### src/rtl/prbs_gen_pkg.sv
package prbs_gen_pkg;

    localparam int MAX_ORDER = 31;

    typedef logic [MAX_ORDER-1:0] lfsr_t;

    typedef enum logic [2:0] {
        PAT_P7  = 3'd0,
        PAT_P9  = 3'd1,
        PAT_P15 = 3'd2,
        PAT_P23 = 3'd3,
        PAT_P31 = 3'd4
    } pat_e;

    typedef enum logic {
        ERR_LEVEL = 1'b0,
        ERR_EDGE  = 1'b1
    } err_mode_e;

    typedef struct packed {
        logic [4:0] order;
        logic [4:0] tap;
    } poly_t;

    typedef struct packed {
        logic  fb;
        lfsr_t nxt;
    } step_t;

    function automatic poly_t poly_of(input logic [2:0] code);
        poly_t p;
        case (code)
            PAT_P7:  p = '{order: 5'd7,  tap: 5'd6};
            PAT_P9:  p = '{order: 5'd9,  tap: 5'd5};
            PAT_P15: p = '{order: 5'd15, tap: 5'd14};
            PAT_P23: p = '{order: 5'd23, tap: 5'd18};
            default: p = '{order: 5'd31, tap: 5'd28};
        endcase
        return p;
    endfunction

    function automatic lfsr_t order_mask(input logic [4:0] order);
        logic [31:0] full;
        full = (32'd1 << order) - 32'd1;
        return full[MAX_ORDER-1:0];
    endfunction

    function automatic step_t lfsr_step(input lfsr_t s, input poly_t p);
        step_t r;
        r.fb  = s[p.order - 5'd1] ^ s[p.tap - 5'd1];
        r.nxt = {s[MAX_ORDER-2:0], r.fb} & order_mask(p.order);
        return r;
    endfunction

endpackage

### src/rtl/pg_lfsr_core.sv
module pg_lfsr_core
    import prbs_gen_pkg::*;
#(
    parameter int W = 32
) (
    input  logic         clk,
    input  logic         rst,
    input  logic [2:0]   pat_sel,
    output logic [W-1:0] raw_word
);

    lfsr_t       state_q;
    logic [2:0]  sel_q;
    poly_t       poly;
    lfsr_t       seed;
    lfsr_t       chain [W+1];
    step_t       steps [W];

    always_comb begin
        poly = poly_of(pat_sel);
        seed = order_mask(poly.order);
    end

    assign chain[0] = (pat_sel != sel_q) ? seed : state_q;

    generate
        for (genvar g = 0; g < W; g++) begin : g_step
            assign steps[g]     = lfsr_step(chain[g], poly);
            assign chain[g+1]   = steps[g].nxt;
            assign raw_word[g]  = steps[g].fb;
        end
    endgenerate

    always_ff @(posedge clk) begin
        if (rst) begin
            state_q <= seed;
            sel_q   <= pat_sel;
        end else begin
            state_q <= chain[W];
            sel_q   <= pat_sel;
        end
    end


    nonzero_state_chk: assert property (@(posedge clk) disable iff (rst)
        state_q != '0);


    reload_seed_chk: assert property (@(posedge clk) disable iff (rst)
        (pat_sel != sel_q) |-> (chain[0] == seed));

endmodule

### src/rtl/pg_err_inject.sv
module pg_err_inject
    import prbs_gen_pkg::*;
(
    input  logic clk,
    input  logic rst,
    input  logic force_err,
    input  logic err_edge_mode,
    output logic err_pend
);

    err_mode_e mode;
    logic      force_q;
    logic      request;

    always_comb begin
        mode = err_mode_e'(err_edge_mode);
        case (mode)
            ERR_EDGE: request = force_err & ~force_q;
            default:  request = force_err;
        endcase
    end

    always_ff @(posedge clk) begin
        if (rst) begin
            force_q  <= 1'b1;
            err_pend <= 1'b0;
        end else begin
            force_q  <= force_err;
            err_pend <= request;
        end
    end


    level_inject_chk: assert property (@(posedge clk) disable iff (rst)
        (!err_edge_mode && force_err) |=> err_pend);


    edge_hold_chk: assert property (@(posedge clk) disable iff (rst)
        (err_edge_mode && force_err && force_q) |=> !err_pend);

endmodule

### src/rtl/pg_out_stage.sv
module pg_out_stage #(
    parameter int W = 32
) (
    input  logic         clk,
    input  logic         rst,
    input  logic [W-1:0] raw_word,
    input  logic         err_pend,
    input  logic         invert,
    output logic [W-1:0] data_out,
    output logic         data_valid
);

    logic [W-1:0] flip_mask;
    logic [W-1:0] pol_mask;

    assign flip_mask = W'(err_pend);
    assign pol_mask  = {W{invert}};

    always_ff @(posedge clk) begin
        if (rst) begin
            data_out   <= '0;
            data_valid <= 1'b0;
        end else begin
            data_out   <= (raw_word ^ flip_mask) ^ pol_mask;
            data_valid <= 1'b1;
        end
    end


    reset_clear_chk: assert property (@(posedge clk)
        rst |=> (!data_valid && data_out == '0));


    single_flip_chk: assert property (@(posedge clk) disable iff (rst)
        1'b1 |=> ($countones(data_out ^ $past(raw_word) ^ {W{$past(invert)}})
                  == ($past(err_pend) ? 1 : 0)));

endmodule

### src/rtl/prbs_pattern_gen.sv
module prbs_pattern_gen #(
    parameter int W = 32
) (
    input  logic         clk,
    input  logic         rst,
    input  logic [2:0]   pat_sel,
    input  logic         invert,
    input  logic         force_err,
    input  logic         err_edge_mode,
    output logic [W-1:0] data_out,
    output logic         data_valid
);

    logic [W-1:0] raw_word;
    logic         err_pend;

    pg_lfsr_core #(.W(W)) u_core (
        .clk      (clk),
        .rst      (rst),
        .pat_sel  (pat_sel),
        .raw_word (raw_word)
    );

    pg_err_inject u_err (
        .clk           (clk),
        .rst           (rst),
        .force_err     (force_err),
        .err_edge_mode (err_edge_mode),
        .err_pend      (err_pend)
    );

    pg_out_stage #(.W(W)) u_out (
        .clk        (clk),
        .rst        (rst),
        .raw_word   (raw_word),
        .err_pend   (err_pend),
        .invert     (invert),
        .data_out   (data_out),
        .data_valid (data_valid)
    );


    valid_stays_chk: assert property (@(posedge clk) disable iff (rst)
        data_valid |=> data_valid);

endmodule

### config.mk
export PLATFORM = sky130hd
export DESIGN_NAME = prbs_pattern_gen
export DESIGN_NICKNAME = d
export VERILOG_FILES = /design/src/rtl/prbs_gen_pkg.sv /design/src/rtl/pg_lfsr_core.sv /design/src/rtl/pg_err_inject.sv /design/src/rtl/pg_out_stage.sv /design/src/rtl/prbs_pattern_gen.sv
export SDC_FILE = /design/constraint.sdc
export NUM_CORES = 1
export LEC_CHECK = 0
export BUFFER_PORTS_ARGS = -buffer_cell sky130_fd_sc_hd__buf_2
export CAP_MARGIN = 20
export CORE_MARGIN = 2
export CORE_UTILIZATION = 30
export DETAILED_ROUTE_END_ITERATION = 10
export GPL_TIMING_DRIVEN = 0
export PLACE_DENSITY = 0.55
export SETUP_SLACK_MARGIN = 0.5
export SLEW_MARGIN = 20
export SYNTH_ARGS = -nofsm -noshare
export SYNTH_HDL_FRONTEND = slang
export SYNTH_SLANG_ARGS = --single-unit
### constraint.sdc
create_clock -name clk -period 15.6 [get_ports clk]
set_input_delay 0.78 -clock clk [delete_from_list [all_inputs] [get_ports clk]]
set_output_delay 0.78 -clock clk [all_outputs]
set_load 0.02 [all_outputs]
Word-level counts from Yosys, hierarchy flattened
Index checks and enable logic that the tools add are counted.

Register bits after elaboration: 69. Latch bits: 0. Bits in writable memories: 0. Bits in read-only memories: 0. Input bits: 8. Output and inout bits: 33. Word-level logic and storage cells: 218. Memories kept: 0.

Add/subtract/negate cells: 3. Multiply operators: 0. Divide/modulo/power cells: 0. Magnitude comparators: 2. Equal/unequal tests: 4. Shift operators: 1. Muxes and demuxes: 133. Bitwise gates (word level): 68. Reduce and logical (&&, ||, !) cells: 1.

Operators with widths (count): $and 31x31->31 (32); $bmux 1 s5 (64); $mux 1 (66); $mux 31 (2); $pmux 10 s4 (1); $xor 1x1->1 (32); $xor 32x1->32 (1); $xor 32x32->32 (1); $shl 1x5->31 const A (1); $sub 31x1->31 const B (1); $lt 5x6->1 const B (2); $sub 5x1->5 const B (2); $eq 3x2->1 const B (2); $eq 3x1->1 const B (1); $logic_not 3->1 (1); $ne 3x3->1 (1); $and 1x1->1 (1); $not 1->1 (1).

Logic depth before layout (Yosys ltp)
Gate-level depths: netlist (run 1).

Word-level depth: 134. Gate-level depth with buffers: 69. Mapped depth without buffers: 53.

By module
Synthesis (run 1) repeated with hierarchy kept, for this count alone.

Cells, all modules: 2095. Area, all modules: 13369.1 µm².

By module, submodules not included: pg_lfsr_core (times used 1, cells each 1984, area each 12170.4 µm², sequential area each 680.7 µm²); pg_out_stage (times used 1, cells each 106, area each 1136.1 µm², sequential area each 660.6 µm²); pg_err_inject (times used 1, cells each 5, area each 62.6 µm², sequential area each 40.0 µm²).

Worst setup path after synthesis (run 1)
No wires, ideal clock.

Kind: input to register. Start: input pat_sel[0]. End: register u_out.data_out[31]. Library setup time: 0.115 ns. Arrival time: 14.857 ns. Required time: 15.485 ns. Slack: 0.628 ns. Stages: 65. Buffers on the path: 14. Cell sequence: buf_6 nor3b_1 buf_4 inv_2 buf_1 buf_1 clkbuf_1 clkbuf_1 clkbuf_1 buf_2 ha_1 buf_2 nor2b_1 buf_6 or4_1 buf_2 o22ai_2 o22ai_1 [29 not listed] or4_1 a21oi_1 nor3_1 o31ai_2 a31oi_1 nand2b_4 xnor2_2 a2111o_1 nand3_2 a211o_1 a31o_1 a211oi_2 or4_1 o211ai_2 mux2i_1 a31oi_2 xnor2_1 and2_1.

Longest elaborated chain between the ends: 134. Elaborated cells between the ends (all ways): 204. Classes of those cells: 3 x add/sub; 4 x eq/ne; 1 x shift; 130 x mux; 65 x bitwise; 1 x reduce/logical.

RTL lines: start, declared (RTL line prbs_pattern_gen.sv:6) `input logic [2:0] pat_sel,`; $eq 3x2->1, or another cell as far along (RTL line prbs_gen_pkg.sv:32) `case (code)`; $pmux 10 s4 (RTL line prbs_gen_pkg.sv:32); $shl 1x5->31 (RTL line prbs_gen_pkg.sv:44) `full = (32'd1 << order) - 32'd1;`; $sub 31x1->31 (RTL line prbs_gen_pkg.sv:44); $mux 31 (RTL line pg_lfsr_core.sv:24) `assign chain[0] = (pat_sel != sel_q) ? seed : state_q;`; $bmux 1 s5 (RTL line prbs_gen_pkg.sv:50) `r.fb = s[p.order - 5'd1] ^ s[p.tap - 5'd1];`; $mux 1 (implied by the code) (RTL line prbs_gen_pkg.sv:50); $xor 1x1->1 (RTL line prbs_gen_pkg.sv:50); [118 not listed]; $mux 1 (implied by the code) (RTL line prbs_gen_pkg.sv:50); $xor 1x1->1 (RTL line prbs_gen_pkg.sv:50); $and 31x31->31 (RTL line prbs_gen_pkg.sv:51) `r.nxt = {s[MAX_ORDER-2:0], r.fb} & order_mask(p.order);`; $bmux 1 s5 (RTL line prbs_gen_pkg.sv:50); $mux 1 (implied by the code) (RTL line prbs_gen_pkg.sv:50); $xor 1x1->1 * (RTL line prbs_gen_pkg.sv:50); $xor 32x1->32 * (RTL line pg_out_stage.sv:24) `data_out <= (raw_word ^ flip_mask) ^ pol_mask;`; $xor 32x32->32 * (RTL line pg_out_stage.sv:24); end signal, assigned (RTL line pg_out_stage.sv:24); end, declared (RTL line pg_out_stage.sv:9) `output logic [W-1:0] data_out,`.

Mark *: on every way between the ends. The rest lies on a longest branch, timed or not. The select of a mux whose other input is x is not followed. A chain may end at the register's enable or synchronous reset.

Final worst setup path (run 1)
Start: input pat_sel[2]. End: register u_out.data_out[31].

The elaborated chain is that of the path after synthesis.

==> results of run 1 <==
[cell usage after synthesis, types with 10 or more instances]
library cell  instances  area, sq um
nor2_1              236          886
nand2_1             202          758
a21oi_1             179          896
o21ai_0             141          706
clkbuf_1            116          435
dfxtp_1              69         1380
nand3_1              48          240
nor3_1               48          240
a211oi_1             46          345
o22ai_1              45          282
xnor2_1              41          359
mux2i_1              37          370
a31oi_1              34          213
o211ai_1             34          255
o21ai_1              29          145
buf_1                28          105
nand2b_1             27          169
and2_1               25          156
o31ai_1              24          180
buf_2                23          115
xor2_1               23          201
nor4_1               21          131
inv_1                19         71.3
o221ai_1             18          158
a21o_1               17          128
o21a_1               17          128
or3_1                17          106
a22oi_1              16          120
and3_1               15         93.8
nand4_1              14         87.6
or4_1                12         90.1
a221oi_1             11         96.3
mux4_2               10          225
nor2b_1              10         62.6
o211a_1              10          100
or2_2                10         62.6
[placed cells by master, fill, tap and decap left out, types with 12 or more instances in the layout]
cell / count
nor2_1: 220
nand2_1: 195
a21oi_1: 171
buf_4: 170
o21ai_0: 134
clkbuf_1: 97
dfxtp_1: 69
buf_2: 53
nor3_1: 44
nand3_1: 44
o22ai_1: 42
a211oi_1: 36
buf_6: 34
o211ai_1: 34
mux2i_1: 34
xnor2_1: 34
a31oi_1: 28
nand2b_1: 27
and2_1: 23
buf_1: 20
o21ai_1: 19
inv_1: 18
xor2_1: 18
or3_1: 16
a21o_1: 16
o221ai_1: 16
o31ai_1: 14
o21a_1: 14
nand4_1: 14
a22oi_1: 14
and3_1: 13
clkbuf_16: 12
nor2_4: 12
o21ai_2: 12
[metal layers]
layer  GRT usage  vias to the layer above
met5           0                        -
met4       0.254                        6
met3       0.118                      480
met2       0.576                     1537
met1       0.492                     9127
li1            -                     7878
[power breakdown]
group	leakage, nW	total, mW	switching, mW	internal (mW)
Sequential	0.578	0.264	0.0520	0.212
Clock	0.158	0.210	0.0681	0.142
Combinational	5.44	1.39	0.905	0.488
[final timing paths]
| check | slack [ps] | end | cells past startpoint | startpoint |
|---|---|---|---|---|
| setup / recovery | 420 | u_out.data_out[31]$_SDFF_PP0_ | 70 | pat_sel[2] |
| hold / removal | 520 | u_err.err_pend$_SDFF_PP0_ | 2 | u_err.force_q$_SDFF_PP1_ |
| hold reg to reg | 520 | u_err.err_pend$_SDFF_PP0_ | 2 | u_err.force_q$_SDFF_PP1_ |
| setup reg to reg | 1310 | u_out.data_out[31]$_SDFF_PP0_ | 61 | u_core.sel_q[0]$_DFF_P_ |
[state kept, by name, summed over array words and instances (netlist names)]
name	count
u_out.data_out	32
u_core.state_q	31
u_out.data_valid	1
u_err.force_q	1
u_err.err_pend	1
u_core.sel_q	3
[worst max-delay path: cells and delay by family]
| family | cells | cell delay [ps] |
|---|---|---|
| simple gates | 20 | 5180 |
| mux | 2 | 500 |
| xor+xnor | 4 | 710 |
| fa+ha+maj | 1 | 150 |
| compound gates | 22 | 5110 |
| buf+inv | 21 | 2860 |
[cells by family after synthesis]
group / synth area share
AOI/OAI and AO/OA: 0.437
and+or+nand+nor: 0.288
buffers and inverters: 0.0637
DFF: 0.108
xor gates and xnor gates: 0.0464
muxes: 0.0556
adders and majority gates: 0.000979
[area by class of cell]
| cell class | count | area [sq um] |
|---|---|---|
| flip-flops and latches | 69 | 1380 |
| multi-input cells | 1674 | 12200 |
| clock buffers | 10 | 239 |
| diodes | 1 | 2.50 |
| inverters | 23 | 100 |
| fillers | 4439 | 24700 |
| plain buffers | 175 | 1020 |
| well taps | 539 | 674 |
| repair buffers | 222 | 1640 |
| clock inverters | 5 | 75.1 |
[repair_timing]
action | 4_1_cts | 5_1_grt
gates cloned | 1 | 1
pin swaps | 97 | 106
buffers inserted | 113 | 60
endpoints found under the setup margin | 25 | 8
resized for setup | 252 | 136
[through the flow]
step / power, mW / hold WS (ps) / setup TNS [ps]
final: 1.87 / 516 / 0
after global routing: 1.91 / 558 / 0
after floorplan: 0.890 / 477 / 0
after CTS: 1.69 / 520 / 0
after global placement: 1.30 / 496 / -88000
after detailed placement: 1.30 / 495 / -70940
==> flow_summary.yaml, run 1 <==
die:
  fp.dieW_um: 210
  die-area_sq_mm: 0.0442
  row_count: 75
  initial_core_util: 0.305
  die_y_um: 210
  core_sq_mm: 0.0419
  num_io_pins: 41
route:
  drtAntennaViolNets: 0
  wl_per_cell_um: 33.3
  top_layer: "met5"
  drtIter0Drc: 2596
  route.met2.wl_mm: 37.1
  met3_wirelength_mm: 11.4
  vias_per_cell: 7.00
  first_pass_iters: 9
  wl_met1_mm: 34.3
  drc: 0
  vias: 19000
  wirelength_mm: 90.6
placement:
  placed_cells: 2526
  hpwl_mm: 67.5
  placed_cell_area_sq_mm: 0.0138
  post-place-ws_ps: -4980
  place.gp.congestion: 1.04
  io_buffers: 39
critical_path:
  start_kind: "input port"
  cpMostUsedCell: "buf_6"
  required_ps: 15800
  cpPeakStageDelay_ps: 750
  critical_path_class: "in2reg"
  cp.arrival_ps: 15380
  crit_path_end_kind: "register"
  crit_slowest_cell: "nor3_1"
  crit_fanout: 7
cells_and_area:
  finalCoreUtilization: 0.412
  syn2layout_area_growth_pct: 35.4
  finalInstanceArea_sq_mm: 0.0173
  final_nets: 2183
  final_cells: 2718
  drive_above_1_share: 0.266
sta:
  slew_headroom: 0.105
  period_minus_slack_ps: 15180
  worstMarginPinSlew_ps: 1340
  max_freq_mhz: 65.9
  hold_viol_final: 0
  fin_crit_sh: 0.973
  rsz0062_at_grt: "true"
  clock-skew-final_ps: 3.45
  drv_slew: 0
  finalSetupViolCount: 0
  layout_setup_ws_ps: 424
yosys:
  synth-seq-cells: 69
  ys.flop_type: "dfxtp_1"
  syn-num-nets: 1950
  syn-instance-count: 1941
  seq_area_frac_synth: 0.108
  syn_area_sq_mm: 0.0128
  synth_edf_count: 0
  yosysUniqueCellTypes: 120
  yosys_warnings: 0
  ys_async_sr_fraction: 0
  avgSynthCellArea_sq_um: 6.58
global_routing:
  grt_max_degree: 12
  grt-ovfl-total: 0
  antenna_found_initial: 4
  grt_pass1_vias: 17800
  grt_usage: 0.390
  grt_pass1_wl_mm: 127
clocking:
  clkLatencyLatePin_ps: 310
  cts_tree: "built"
  htree_levels: 3
  cts_root_buffer: "clkbuf_16"
  clockBufferDepth: 2
  path_clk_slew_ps: 50
  cts_hold_buffers: 0
  cts.sinks: 69
  cts_buffers: 9
power:
  pwr_density_cell_mw_per_mm2: 108
  ir_worst_vdd_mv: 0.0697
  leakagePower_nw: 6.17
min_path:
  hold_path.class: "reg2reg"
outcome:
  status: "finished clean"
job:
  maxCapViolCount: 0
No activity file was read; power rests on OpenSTA's default activity.
==> run 2: changes to the inputs <==
ABC_AREA = 1   (was not set)
==> flow_summary.yaml, run 2 <==
critical_path:
  cpPeakStageDelay_ps: 320
  crit_path_end_kind: "register"
  rr_worst_depth: 205
  required_ps: 15830
  r2r_start: "u_core.sel_q[2]$_DFF_P_"
  crit_slowest_cell: "nand2_1"
  critical_path_class: "in2reg"
  cpMostUsedCell: "nand2_2"
  crit_fanout: 6
  rrSetupSlack_ps: -4050
  r2r_end: "u_out.data_out[31]$_SDFF_PP0_"
  cp.arrival_ps: 20470
  start_kind: "input port"
power:
  p_total_mw: 1.35
  pwr_density_cell_mw_per_mm2: 96.4
  ir_worst_vdd_mv: 0.102
  leakagePower_nw: 6.79
placement:
  place.gp.congestion: 0.999
  hpwl_mm: 46.1
  post-place-ws_ps: -7690
  io_buffers: 38
clocking:
  htree_levels: 3
  cts_buffers: 9
  clockBufferDepth: 2
  cts_hold_buffers: 0
  path_clk_slew_ps: 50
  clkLatencyLatePin_ps: 330
  cts_root_buffer: "clkbuf_16"
  cts_tree: "built"
  cts.sinks: 69
cells_and_area:
  num_antenna_cells: 0
  drive_above_1_share: 0.338
  final_cell_mix: "nand2_1, buf_4, inv_1"
  reg_top3: "u_out.data_out: 32 flops, u_core.state_q: 31 flops, u_core.sel_q: 3 flops"
  syn2layout_area_growth_pct: 39.9
  mostFrequentLayoutCell: "nand2_1"
  finalCoreUtilization: 0.429
  final_nets: 1993
  largest_register: "u_out.data_out"
  nFillCells: 3562
  largest_register_ffs: 32
yosys:
  ys.flop_type: "dfxtp_1"
  avgSynthCellArea_sq_um: 5.85
  yosys_warnings: 0
  synth_top_cell_by_area: "nand2_1"
  synth_edf_count: 0
  ys_async_sr_fraction: 0
  synth_common_cells: "nand2_1, inv_1, nand3_1"
  yosysUniqueCellTypes: 50
  seq_area_frac_synth: 0.138
  synth-seq-cells: 69
  synth_area_leaders: "nand2_1, dfxtp_1, inv_1, nand3_1, clkbuf_8"
  yosysMostFrequentCell: "nand2_1"
  syn-num-nets: 1724
  netlist.area_leader.share: 0.187
  syn_area_sq_mm: 0.0100
  syn-instance-count: 1715
global_routing:
  grt_pass1_wl_mm: 90.7
  grt_usage: 0.346
  grt_max_degree: 13
  grt-ovfl-total: 0
  antenna_found_initial: 0
  grt_pass1_vias: 13600
min_path:
  hold_path.class: "reg2reg"
  hp-start: "u_err.force_q$_SDFF_PP1_"
  holdPathEnd: "u_err.err_pend$_SDFF_PP0_"
  worstHoldPathCells: 1
die:
  die-area_sq_mm: 0.0349
  die_y_um: 187
  core_sq_mm: 0.0327
  fp.dieW_um: 187
  num_io_pins: 41
  row_count: 66
  initial_core_util: 0.307
outcome:
  status: "finished with violations"
  violations: "negative setup slack"
sta:
  max_freq_mhz: 49.4
  finalSetupViolCount: 20
  clock-skew-final_ps: 6.93
  layout_setup_ws_ps: -4640
  worstMarginPinSlew_ps: 1000
  fin_crit_sh: 1.30
  hold_viol_final: 0
  holdWs_ps: 402
  rsz0062_at_grt: "true"
  drv_slew: 0
  period_minus_slack_ps: 20240
  slew_headroom: 0.323
route:
  drtIter0Drc: 2076
  first_pass_iters: 8
  wl_per_cell_um: 26.3
  drtAntennaViolNets: 0
  vias_per_cell: 5.99
  drc: 0
  wirelength_mm: 63.9
  vias: 14600
job:
  maxCapViolCount: 0
[run 2: cell types whose count changed in the layout (fill, tap and decap cells not counted), moves of 59 or more]
| cell | delta |
|---|---|
| nand3_1 | +59 |
| inv_1 | +156 |
| nand2_2 | +130 |
| clkbuf_1 | -60 |
| nor2_1 | -134 |
| nand2_1 | +188 |
[run 2: final cells by class]
| class | count | area [sq um] | share of cell area |
|---|---|---|---|
| plain buffers | 123 | 1180 | 0.0840 |
| well taps | 442 | 553 | 0.0394 |
| flip-flops and latches | 69 | 1380 | 0.0984 |
| clock inverters | 5 | 82.6 | 0.00588 |
| multi-input cells | 1322 | 7860 | 0.560 |
| inverters | 201 | 792 | 0.0564 |
| clock buffers | 10 | 239 | 0.0170 |
| repair buffers | 258 | 1950 | 0.139 |
[run 2: what timing repair did]
item | CTS | global route
resized for setup | 173 | 150
pin swaps | 77 | 100
buffers inserted | 187 | 32
endpoints found under the setup margin | 31 | 27
[run 2: cells by family after synthesis]
group / after synthesis / share of synthesized area
flip-flops: 69 / 0.138
AND/OR/NAND/NOR: 891 / 0.414
XOR/XNOR: 1 / 0.000873
AO/OA/AOI/OAI: 429 / 0.261
adder cells (fa/ha/maj): 1 / 0.00125
buffers and inverters: 324 / 0.185
[run 2: worst max-delay path by stage]
stage                from                             to  slack [ps]  cells past startpoint
6_report       pat_sel[2]  u_out.data_out[31]$_SDFF_PP0_       -4640                    215
5_1_grt        pat_sel[2]  u_out.data_out[31]$_SDFF_PP0_       -5580                    244
4_1_cts        pat_sel[1]  u_out.data_out[31]$_SDFF_PP0_       -4340                    252
3_5_place_dp   pat_sel[1]  u_out.data_out[31]$_SDFF_PP0_       -7690                    216
3_3_place_gp   pat_sel[1]  u_out.data_out[31]$_SDFF_PP0_       -7720                    214
2_1_floorplan  pat_sel[2]  u_out.data_out[31]$_SDFF_PP0_       -1070                    246
[run 2: worst max-delay path, delay by kind of cell]
kind / cells / cell delay [ps]
and+or+nand+nor: 159 / 12460
buffers and inverters: 53 / 6530
AOI/OAI and AO/OA: 2 / 360
adders and majority gates: 1 / 210
[run 2: per-stage QoR]
stage / cell area (sq um) / cells / setup TNS [ps]
6_report: 14000 / 2430 / -54480
5_1_grt: 14000 / 2430 / -69690
4_1_cts: 13200 / 2398 / -48250
3_5_place_dp: 10800 / 2196 / -128700
3_3_place_gp: 10800 / 2195 / -130020
2_1_floorplan: 10100 / 1715 / -4330
[run 2: where the power goes]
| part | internal (mW) | switching (mW) |
|---|---|---|
| Combinational | 0.308 | 0.611 |
| Sequential | 0.205 | 0.0115 |
| Clock | 0.144 | 0.0741 |
| Total | 0.657 | 0.697 |
[run 2: metal layers]
| metal | vias up | track usage | wire (um) |
|---|---|---|---|
| met1 | 6897 | 0.459 | 25800 |
| met5 | - | 0.0179 | 93 |
| li1 | 6324 | - | - |
| met2 | 1063 | 0.538 | 27400 |
| met3 | 268 | 0.0625 | 6560 |
| met4 | 2 | 0.170 | 4080 |
